==> config.mk <==
export PLATFORM = sky130hd
export DESIGN_NAME = txtest_patgen
export DESIGN_NICKNAME = d
export VERILOG_FILES = /design/src/rtl/txtp_pkg.sv /design/src/rtl/txtp_square.sv /design/src/rtl/txtp_prbs.sv /design/src/rtl/txtp_seeded.sv /design/src/rtl/txtest_patgen.sv
export SDC_FILE = /design/constraint.sdc
export NUM_CORES = 2
export LEC_CHECK = 0
export BUFFER_PORTS_ARGS = -buffer_cell sky130_fd_sc_hd__buf_4
export CORE_ASPECT_RATIO = 1.4
export CORE_UTILIZATION = 56
export DETAILED_ROUTE_END_ITERATION = 7
export HOLD_SLACK_MARGIN = 0.02
export PLACE_DENSITY_LB_ADDON = 0.08
export SYNTH_ARGS = -nofsm -noshare
export SYNTH_HDL_FRONTEND = slang
export SYNTH_HIERARCHICAL = 1
export SYNTH_SLANG_ARGS = --single-unit
==> constraint.sdc <==
create_clock -name clk -period 136 [get_ports clk]
set_clock_uncertainty 0.05 [all_clocks]
set_input_delay 20.4 -clock clk [delete_from_list [all_inputs] [get_ports clk]]
set_output_delay 20.4 -clock clk [all_outputs]
set_load 0.005 [all_outputs]
==> src/rtl/txtp_pkg.sv <==
package txtp_pkg;

   localparam int PRBS_N = 4;
   localparam logic [31:0] LF_OSET = 32'h0100_009C;

   function automatic int prbs_order(input int idx);
      case (idx)
         0:       return 7;
         1:       return 9;
         2:       return 23;
         default: return 31;
      endcase
   endfunction

   function automatic int prbs_tap(input int idx);
      case (idx)
         0:       return 6;
         1:       return 5;
         2:       return 18;
         default: return 28;
      endcase
   endfunction

   function automatic logic run_is_legal(input int n);
      return (n == 1) || (n == 4) || (n == 5) || (n == 6) || (n == 8) || (n == 10);
   endfunction

endpackage

==> src/rtl/txtp_square.sv <==
module txtp_square #(
   parameter int WORD_W = 64,
   parameter int CODE_W = 4
) (
   input  logic              clk,
   input  logic              rst_n,
   input  logic              restart,
   input  logic              adv,
   input  logic [CODE_W-1:0] code,
   output logic [WORD_W-1:0] word
);
   localparam int PH_W = CODE_W + 1;

   logic [CODE_W-1:0] run_q;
   logic [CODE_W-1:0] run_dec;
   logic [PH_W-1:0]   ph_q;
   logic [PH_W-1:0]   ph_nxt;
   logic [PH_W-1:0]   period;

   generate
      if (CODE_W < 4) begin : g_bad_code
         $error("txtp_square: CODE_W must hold run length 10");
      end
   endgenerate

   assign run_dec = txtp_pkg::run_is_legal(int'(code)) ? code : CODE_W'(1);
   assign period  = {run_q, 1'b0};

   always_comb begin
      logic [PH_W-1:0] q;
      q = ph_q;
      for (int i = 0; i < WORD_W; i++) begin
         word[i] = (q < {1'b0, run_q});
         if (q == period - 1'b1) q = '0;
         else                    q = q + 1'b1;
      end
      ph_nxt = q;
   end

   always_ff @(posedge clk or negedge rst_n) begin
      if (!rst_n) begin
         run_q <= CODE_W'(1);
         ph_q  <= '0;
      end else if (restart) begin
         run_q <= run_dec;
         ph_q  <= '0;
      end else if (adv) begin
         ph_q  <= ph_nxt;
      end
   end

   AST_RUN_LEGAL: assert property (@(posedge clk) disable iff (!rst_n)
      txtp_pkg::run_is_legal(int'(run_q)));
   AST_SQ_PHASE: assert property (@(posedge clk) disable iff (!rst_n)
      ph_q < period);

endmodule

==> src/rtl/txtp_prbs.sv <==
module txtp_prbs #(
   parameter int WORD_W = 64,
   parameter int ORDER  = 7,
   parameter int TAP    = 6
) (
   input  logic              clk,
   input  logic              rst_n,
   input  logic              restart,
   input  logic              adv,
   output logic [WORD_W-1:0] word
);
   logic [ORDER-1:0] st_q;
   logic [ORDER-1:0] st_nxt;

   generate
      if (TAP >= ORDER || TAP < 1) begin : g_bad_tap
         $error("txtp_prbs: TAP must lie below ORDER");
      end
   endgenerate

   always_comb begin
      logic [ORDER-1:0] s;
      logic             fb;
      s = st_q;
      for (int i = 0; i < WORD_W; i++) begin
         fb      = s[ORDER-1] ^ s[TAP-1];
         word[i] = ~fb;
         s       = {s[ORDER-2:0], fb};
      end
      st_nxt = (s == '0) ? '1 : s;
   end

   always_ff @(posedge clk or negedge rst_n) begin
      if (!rst_n)       st_q <= '1;
      else if (restart) st_q <= '1;
      else if (adv)     st_q <= st_nxt;
   end

   AST_PRBS_NONZERO: assert property (@(posedge clk) disable iff (!rst_n)
      st_q != '0);

endmodule

==> src/rtl/txtp_seeded.sv <==
module txtp_seeded #(
   parameter int WORD_W = 64,
   parameter int SEED_W = 58,
   parameter int TAP    = 39,
   parameter int BLK    = 128
) (
   input  logic              clk,
   input  logic              rst_n,
   input  logic              restart,
   input  logic              adv,
   input  logic [WORD_W-1:0] payload,
   input  logic [SEED_W-1:0] seed_a,
   input  logic [SEED_W-1:0] seed_b,
   output logic [WORD_W-1:0] word
);
   localparam int CNT_W = (BLK > 1) ? $clog2(BLK) : 1;

   logic [SEED_W-1:0] st_q;
   logic [SEED_W-1:0] st_nxt;
   logic [CNT_W-1:0]  cnt_q;
   logic              use_b_q;
   logic              wrap;

   generate
      if (TAP >= SEED_W || TAP < 1) begin : g_bad_tap
         $error("txtp_seeded: TAP must lie below SEED_W");
      end
      if (BLK < 2) begin : g_bad_blk
         $error("txtp_seeded: BLK must be at least 2");
      end
   endgenerate

   assign wrap = (cnt_q == CNT_W'(BLK - 1));

   always_comb begin
      logic [SEED_W-1:0] s;
      logic              o;
      s = st_q;
      for (int i = 0; i < WORD_W; i++) begin
         o       = payload[i] ^ s[TAP-1] ^ s[SEED_W-1];
         word[i] = o;
         s       = {s[SEED_W-2:0], o};
      end
      st_nxt = s;
   end

   always_ff @(posedge clk or negedge rst_n) begin
      if (!rst_n) begin
         st_q    <= '0;
         cnt_q   <= '0;
         use_b_q <= 1'b0;
      end else if (restart) begin
         st_q    <= seed_a;
         cnt_q   <= '0;
         use_b_q <= 1'b0;
      end else if (adv) begin
         if (wrap) begin
            st_q    <= use_b_q ? seed_a : seed_b;
            use_b_q <= ~use_b_q;
            cnt_q   <= '0;
         end else begin
            st_q    <= st_nxt;
            cnt_q   <= cnt_q + 1'b1;
         end
      end
   end

   AST_SEED_SWAP: assert property (@(posedge clk) disable iff (!rst_n)
      (!restart && adv && wrap) |=> (st_q == $past(use_b_q ? seed_a : seed_b)));

endmodule

==> src/rtl/txtest_patgen.sv <==
module txtest_patgen #(
   parameter int WORD_W   = 64,
   parameter int CODE_W   = 4,
   parameter int SEED_W   = 58,
   parameter int SEED_TAP = 39,
   parameter int SEED_BLK = 128
) (
   input  logic                          clk,
   input  logic                          rst_n,
   input  logic                          cfg_test_en,
   input  logic                          cfg_sq_sel,
   input  logic [CODE_W-1:0]             cfg_run_code,
   input  logic [txtp_pkg::PRBS_N-1:0]   cfg_prbs_en,
   input  logic                          cfg_lf_payload,
   input  logic                          cfg_prbs_clk_en,
   input  logic                          cfg_sq_clk_en,
   input  logic [SEED_W-1:0]             cfg_seed_a,
   input  logic [SEED_W-1:0]             cfg_seed_b,
   input  logic [WORD_W-1:0]             norm_data,
   input  logic                          norm_valid,
   output logic [WORD_W-1:0]             out_data,
   output logic                          out_valid
);
   localparam int NP = txtp_pkg::PRBS_N;

   generate
      if (WORD_W < 32 || (WORD_W % 32) != 0) begin : g_bad_word
         $error("txtest_patgen: WORD_W must be a multiple of 32");
      end
   endgenerate

   logic              restart;
   logic              use_prbs;
   logic              gen_en;
   logic              adv;
   logic [WORD_W-1:0] sq_word;
   logic [WORD_W-1:0] seed_word;
   logic [WORD_W-1:0] prbs_word;
   logic [WORD_W-1:0] pat_word;
   logic [WORD_W-1:0] payload;
   logic [WORD_W-1:0] prbs_bank [NP];

   assign restart  = ~cfg_test_en;
   assign use_prbs = ~cfg_sq_sel & (|cfg_prbs_en);
   assign gen_en   = cfg_sq_sel ? cfg_sq_clk_en : cfg_prbs_clk_en;
   assign adv      = cfg_test_en & gen_en;
   assign payload  = cfg_lf_payload ? {(WORD_W/32){txtp_pkg::LF_OSET}} : '0;

   txtp_square #(.WORD_W(WORD_W), .CODE_W(CODE_W)) u_square (
      .clk(clk), .rst_n(rst_n), .restart(restart),
      .adv(adv & cfg_sq_sel), .code(cfg_run_code), .word(sq_word)
   );

   for (genvar gi = 0; gi < NP; gi++) begin : g_prbs
      txtp_prbs #(
         .WORD_W(WORD_W),
         .ORDER (txtp_pkg::prbs_order(gi)),
         .TAP   (txtp_pkg::prbs_tap(gi))
      ) u_prbs (
         .clk(clk), .rst_n(rst_n), .restart(restart),
         .adv(adv & use_prbs), .word(prbs_bank[gi])
      );
   end

   txtp_seeded #(.WORD_W(WORD_W), .SEED_W(SEED_W), .TAP(SEED_TAP), .BLK(SEED_BLK)) u_seeded (
      .clk(clk), .rst_n(rst_n), .restart(restart),
      .adv(adv & ~cfg_sq_sel & ~use_prbs), .payload(payload),
      .seed_a(cfg_seed_a), .seed_b(cfg_seed_b), .word(seed_word)
   );

   always_comb begin
      prbs_word = '0;
      for (int i = NP - 1; i >= 0; i--) begin
         if (cfg_prbs_en[i]) prbs_word = prbs_bank[i];
      end
   end

   assign pat_word = cfg_sq_sel ? sq_word : (use_prbs ? prbs_word : seed_word);

   always_ff @(posedge clk or negedge rst_n) begin
      if (!rst_n) begin
         out_data  <= '0;
         out_valid <= 1'b0;
      end else if (!cfg_test_en) begin
         out_data  <= norm_data;
         out_valid <= norm_valid;
      end else begin
         out_valid <= gen_en;
         if (gen_en) out_data <= pat_word;
      end
   end

   AST_PASS_THRU: assert property (@(posedge clk) disable iff (!rst_n)
      !cfg_test_en |=> (out_data == $past(norm_data)) && (out_valid == $past(norm_valid)));
   AST_GATE_HOLD: assert property (@(posedge clk) disable iff (!rst_n)
      (cfg_test_en && !gen_en) |=> !out_valid && $stable(out_data));
   AST_GATE_RUN: assert property (@(posedge clk) disable iff (!rst_n)
      (cfg_test_en && gen_en) |=> out_valid);

endmodule

# --- After elaboration in Yosys (flattened, before gate mapping) ---
# Cells that the tools add are included.
word_totals:
  register_bits: 210
  inputBits: 196
  output_inout_bits: 65
  word_cells: 977
op_classes:
  n_addsub: 66
  magnitude_cmp: 64
  n_eq_ne: 76
  muxes: 100
  n_bitwise: 649
  n_reduce_logical: 11
ops:
  columns: ["cell", "count"]
  rows:
  - ["$mux 64", 8]
  - ["$xor 1x1->1", 377]
  - ["$mux 5", 66]
  - ["$add 5x1->5 const B", 64]
  - ["$eq 5x5->1", 64]
  - ["$lt 5x4->1", 64]
  - ["$not 1->1", 259]
  - ["$mux 58", 4]
  - ["$mux 31", 3]
  - ["$mux 23", 3]
  - ["$mux 57", 1]
  - ["$mux 7", 6]
  - ["$logic_not 31->1", 1]
  - ["$mux 9", 3]
  - ["$logic_not 23->1", 1]
  - ["$eq 4x4->1 const B", 5]
  - ["$ne 2x1->1 const B", 5]
  - ["$logic_not 9->1", 1]
  - ["$add 7x1->7 const B", 1]
  - ["$eq 7x7->1 const B", 1]
  - ["$logic_not 7->1", 1]
  - ["$xor 1x1->1 const A", 7]
  - ["$and 1x1->1", 6]
  - ["$logic_or 1x1->1", 5]
  - ["6 further kinds", 10]

# --- Logic depth before layout (Yosys ltp) ---
logic_depth:
  depth_word: 131
  ltp_mapped: 261
  mapped_depth_nobuf: 238

# --- Modules after synthesis ---
# The synthesis kept the hierarchy.
modules_own_cells:
  columns: ["module", "instances", "cells_per_inst", "area_each_um2", "seq_area_each_um2"]
  rows:
  - ["txtp_square", 1, 3503, 26178.9, 226.5]
  - ["txtest_patgen", 1, 755, 6309.8, 1626.6]
  - ["txtp_seeded", 1, 565, 5520.3, 1651.6]
  - ["txtp_prbs at g_prbs[2].u_prbs", 1, 235, 2536.2, 604.3]
  - ["txtp_prbs at g_prbs[3].u_prbs", 1, 270, 2178.3, 814.5]
  - ["txtp_prbs at g_prbs[1].u_prbs", 1, 153, 1431.4, 236.5]
  - ["txtp_prbs at g_prbs[0].u_prbs", 1, 107, 1078.5, 183.9]

# --- Worst setup path after synthesis ---
# Ideal clock, no wire load.
synth_path:
  path_kind: "reg2reg"
  start: "reg u_square.run_q[1]"
  end: "reg out_data[63]"
  setup_time_ns: 0.090
  arrival_time_ns: 49.160
  required_ns: 135.860
  path_slack_ns: 86.700
  stages_incl_launch_ff: 237
  path_buffers: 11
  period_less_slack_ns: 49.300
  path_cell_list: "dfrtp_1 inv_1 ha_1 buf_6 xor2_1 nand4_1 o21ai_2 inv_1 ha_1 inv_1 o211ai_1 and2_1 a211oi_1 o22ai_2 nor3_1 nor2_1 ha_1 dlygate4sd3_1 [... 201 more ...] a211o_1 xnor2_1 nor3_2 o21a_2 nor2_1 ha_1 xnor2_1 nand3_1 mux2i_1 nand2_1 o21ai_2 nor2_1 ha_1 a21o_1 a21o_1 a211oi_1 a31oi_1 o221ai_1"
synth_between:
  elab_chain_len: 131
  word_cells_on_any_way: 193
  classes_between: "63 x add/sub; 1 x order compare; 63 x eq/ne; 66 x mux"
synth_lines:
  columns: ["item", "line", "source"]
  rows:
  - ["start: declaration", "txtp_square.sv:14", "logic [CODE_W-1:0] run_q;"]
  - ["start signal: assignment", "txtp_square.sv:45", "run_q <= run_dec;"]
  - ["$sub 5x1->5", "txtp_square.sv:34", "if (q == period - 1'b1) q = '0;"]
  - ["$eq 5x5->1", "txtp_square.sv:34", null]
  - ["$mux 5", "txtp_square.sv:34", null]
  - ["$add 5x1->5 or $eq 5x5->1 (tied branches)", "txtp_square.sv:35, txtp_square.sv:34", null]
  - ["$mux 5", "txtp_square.sv:34", null]
  - ["$add 5x1->5 or $eq 5x5->1 (tied branches)", "txtp_square.sv:35, txtp_square.sv:34", null]
  - ["$mux 5", "txtp_square.sv:34", null]
  - ["$add 5x1->5 or $eq 5x5->1 (tied branches)", "txtp_square.sv:35, txtp_square.sv:34", null]
  - ["[... 116 more ...]", null, null]
  - ["$mux 5", "txtp_square.sv:34", null]
  - ["$add 5x1->5 or $eq 5x5->1 (tied branches)", "txtp_square.sv:35, txtp_square.sv:34", null]
  - ["$mux 5", "txtp_square.sv:34", null]
  - ["$lt 5x4->1 (*)", "txtp_square.sv:33", "word[i] = (q < {1'b0, run_q});"]
  - ["net sq_word[63]", "txtest_patgen.sv:36", "logic [WORD_W-1:0] sq_word;"]
  - ["$mux 64 (*)", "txtest_patgen.sv:78", "assign pat_word = cfg_sq_sel ? sq_word : (use_prbs ? prbs_word : seed_word);"]
  - ["$mux 64 (*)", "txtest_patgen.sv:89", "if (gen_en) out_data <= pat_word;"]
  - ["$mux 64 (*)", "txtest_patgen.sv:84", "end else if (!cfg_test_en) begin"]
  - ["end signal: assignment", "txtest_patgen.sv:85", "out_data <= norm_data;"]
  - ["end signal: assignment", "txtest_patgen.sv:89", null]
  - ["end: declaration", "txtest_patgen.sv:21", "output logic [WORD_W-1:0] out_data,"]
# Mark *: on every way through the listed nets, which the timed path passes. The rest lies on a longest branch. The select of a mux whose other input is x is not followed.
# A chain may end at the register's enable or synchronous reset.

# --- Worst setup path after layout ---
layout_path:
  start: "reg u_square.run_q[0]"
  end: "reg out_data[63]"
# The elaborated chain is that of the path after synthesis.

==> results.json <==
{
  "cts-buffers-inserted": 24,
  "ys_async_sr_fraction_pct": 100,
  "synthDistinctLibCells": 184,
  "post-route-period-util_pct": 43.5,
  "synthAdderAreaFrac_pct": 7.14,
  "die_y_um": 338,
  "ant_nets": 0,
  "pin_count": 261,
  "arrival_ns": 59.57,
  "area_delta_synth_final_pct": 3.42,
  "critPathKind": "reg -> reg",
  "setup.worst_path.start_class": "flop",
  "die_area_mm2": 0.0819,
  "required_ns": 136.43,
  "dpl.hpwl_mm": 135,
  "synthTopCellsByArea": "xnor2_1, dfrtp_1, ha_1, nor2_1, dfstp_2",
  "drt_iter0_markers": 5059,
  "reg2reg_depth": 216,
  "cts.sink_count": 210,
  "tightest_slew_ns": 1.21,
  "cp_num_buf_inv": 7,
  "die_w_um": 242,
  "r2r-start": "u_square/run_q[0]$_DFFE_PN1P_",
  "clockBufferDepth": 3,
  "drv_cap": 0,
  "path_max_fanout": 37,
  "syn_area_per_cell_um2": 8.09,
  "drc": 0,
  "endpoint_kind": "flop",
  "critPathTopFamily": "compound AO/OA/AOI/OAI gates",
  "dp_cells": 6546,
  "via_per_inst": 7.11,
  "grtUsageTotal_pct": 42.1,
  "postSynthCellCount": 5588,
  "h-tree-depth": 1,
  "row_count": 123,
  "grt_max_degree": 106,
  "synthTopCellsByCount": "nor2_1, xnor2_1, a21oi_1",
  "clk_latency_ns": 0.59,
  "cts-root-buf": "clkbuf_16",
  "clk_pin_slew_ns": 0.06,
  "start_util_pct": 56.4,
  "synth_xor_area_share_pct": 14.5,
  "instances_no_fill": 6587,
  "synth_edf_count": 0,
  "grt_pass1_vias": 43400,
  "synth-simple-area-share_pct": 19.2,
  "ys_seq_area_share_pct": 11.8,
  "slew_headroom_pct": 18.7,
  "fmaxAchievable_mhz": 16.9,
  "yosys-mux-area-fraction_pct": 1.80,
  "core_mm2": 0.0802,
  "ys.warnings.count": 6,
  "cp_slowest_stage_delay_ns": 0.99,
  "crit_slowest_cell": "a211oi_1",
  "numPortBuffers": 260,
  "cts_setup_buffers": 0,
  "hold_path.class": "reg -> reg",
  "path_common_cell": "nor2_1",
  "seq_area_mm2": 0.00535,
  "grt_pass1_wl_mm": 270,
  "diodes": 0,
  "cts_resized": 0,
  "postLayoutCellArea_mm2": 0.0468,
  "n_fill_cell": 7517,
  "timing.rr.end": "out_data[63]$_DFFE_PN0P_",
  "finalSetupViolations": 0,
  "grt_overflow": 0,
  "postCtsHoldBufs": 0,
  "via_count": 46800,
  "timing.setup.tns_ns": 0,
  "hold_end": "out_data[28]$_DFFE_PN0P_",
  "first_pass_iters": 8,
  "synth_area_mm2": 0.0452,
  "synth_area_leader_cell": "xnor2_1",
  "holdCritStartpoint": "out_data[28]$_DFFE_PN0P_",
  "num-nets-final": 5964,
  "status": "complete, no violations",
  "antenna_found_initial": 3,
  "synth.top_cell.area_share_pct": 7.86,
  "cts_tree": "built",
  "multi_input_area_mm2": 0.0358,
  "r2r_slack_ns": 76.87,
  "wire_per_inst_um": 27.5,
  "yosysMostFrequentCell": "nor2_1",
  "hold_viol": 0,
  "place_area_mm2": 0.0459,
  "hold_depth": 2,
  "finalCriticalPeriod_ns": 59.13,
  "drive_gt1_share_pct": 17.5,
  "slew_viol_final": 0,
  "synth_ff_type": "dfrtp_1",
  "gp_congestion": 1.08,
  "synth_top_family_by_area": "compound AO/OA/AOI/OAI gates",
  "drt_wl_total_mm": 181,
  "yosys_register_bits": 210,
  "rsz0062_at_grt": "false",
  "synth-compound-area-share_pct": 35.9
}
-- logic make-up (layout without fill, tap and decap cells) --
group,Yosys count,in the layout
other,1,54
DFF,210,210
and+or+nand+nor,1688,1688
xor gates and xnor gates,614,614
muxes,75,75
AOI/OAI and AO/OA,1993,1993
adders and majority gates,258,258
buffers and inverters,749,633
-- layout by cell type (no fill, tap or decap), types with 70 or more instances in the layout --
| cell | netlist | layout |
|---|---|---|
| nor2_1 | 518 | 517 |
| xnor2_1 | 406 | 404 |
| buf_4 | 54 | 312 |
| a21oi_1 | 301 | 301 |
| nand2_1 | 298 | 296 |
| ha_1 | 258 | 257 |
| inv_1 | 262 | 255 |
| a21o_1 | 226 | 226 |
| nand3_1 | 185 | 185 |
| dfrtp_1 | 139 | 138 |
| nor3_1 | 129 | 129 |
| a31oi_1 | 123 | 123 |
| xor2_1 | 111 | 110 |
| o221ai_1 | 98 | 98 |
| o21ai_0 | 97 | 97 |
| a211oi_1 | 88 | 88 |
| o21ai_1 | 85 | 85 |
| o211ai_1 | 76 | 76 |
| a221o_1 | 73 | 73 |
| dfstp_2 | 71 | 70 |
-- routing by layer --
layer,vias to the layer above,share of wire [%],GRT usage (%)
li1,21000,-,-
met1,22400,37,49.9
met2,2719,46,69.6
met3,707,8.7,6.22
met4,4,8.4,30.2
met5,-,0.018,0
-- worst max path at each step --
| stage | startpoint | slack (ns) | cells after the start | end |
|---|---|---|---|---|
| detailed placement | u_square/run_q[0]$_DFFE_PN1P_ | 78.46 | 219 | out_data[63]$_DFFE_PN0P_ |
| global placement | u_square/run_q[0]$_DFFE_PN1P_ | 78.54 | 213 | out_data[63]$_DFFE_PN0P_ |
| global route | u_square/run_q[0]$_DFFE_PN1P_ | 72.58 | 217 | out_data[63]$_DFFE_PN0P_ |
| floorplan | u_square/run_q[1]$_DFFE_PN0P_ | 86.70 | 236 | out_data[63]$_DFFE_PN0P_ |
| finish | u_square/run_q[0]$_DFFE_PN1P_ | 76.87 | 216 | out_data[63]$_DFFE_PN0P_ |
| CTS | u_square/run_q[0]$_DFFE_PN1P_ | 78.27 | 219 | out_data[63]$_DFFE_PN0P_ |
-- flip-flops by register name, indices dropped and copies added (netlist names) --
name and count:
g_prbs.u_prbs/st_q 70, u_square/ph_q 5, u_seeded/use_b_q 1, out_data 64, u_seeded/cnt_q 7, u_square/run_q 4, u_seeded/st_q 58, out_valid 1
-- metrics by stage --
step / hold WS [ns] / util, % / setup WS [ns]
after floorplan: 0.450 / - / 86.70
after global placement: 0.452 / 57.3 / 78.54
after detailed placement: 0.456 / 57.3 / 78.46
after CTS: 0.474 / 58.3 / 78.27
after global routing: 0.490 / 58.3 / 72.58
final: 0.470 / 58.3 / 76.87
-- area by class of cell --
type,count,share of cell area (%)
Sequential cell,210,11.4
Timing Repair Buffer,316,5.15
Tap cell,1062,2.84
Clock buffer,38,1.70
Clock inverter,3,0.0990
Inverter,276,2.23
Multi-Input combinational cell,4682,76.5
-- worst reg2reg max path: cells and delay by family, from the launching register on --
family | cells | cell delay, ns
DFF | 1 | 0.90
buffers and inverters | 7 | 0.95
xor gates and xnor gates | 9 | 1.58
AOI/OAI and AO/OA | 79 | 22.90
muxes | 8 | 2.47
and+or+nand+nor | 88 | 20.22
adders and majority gates | 25 | 10.00
Power is not shown: default switching activity piles up to over one toggle a cycle in this logic, so the estimate is an artifact.
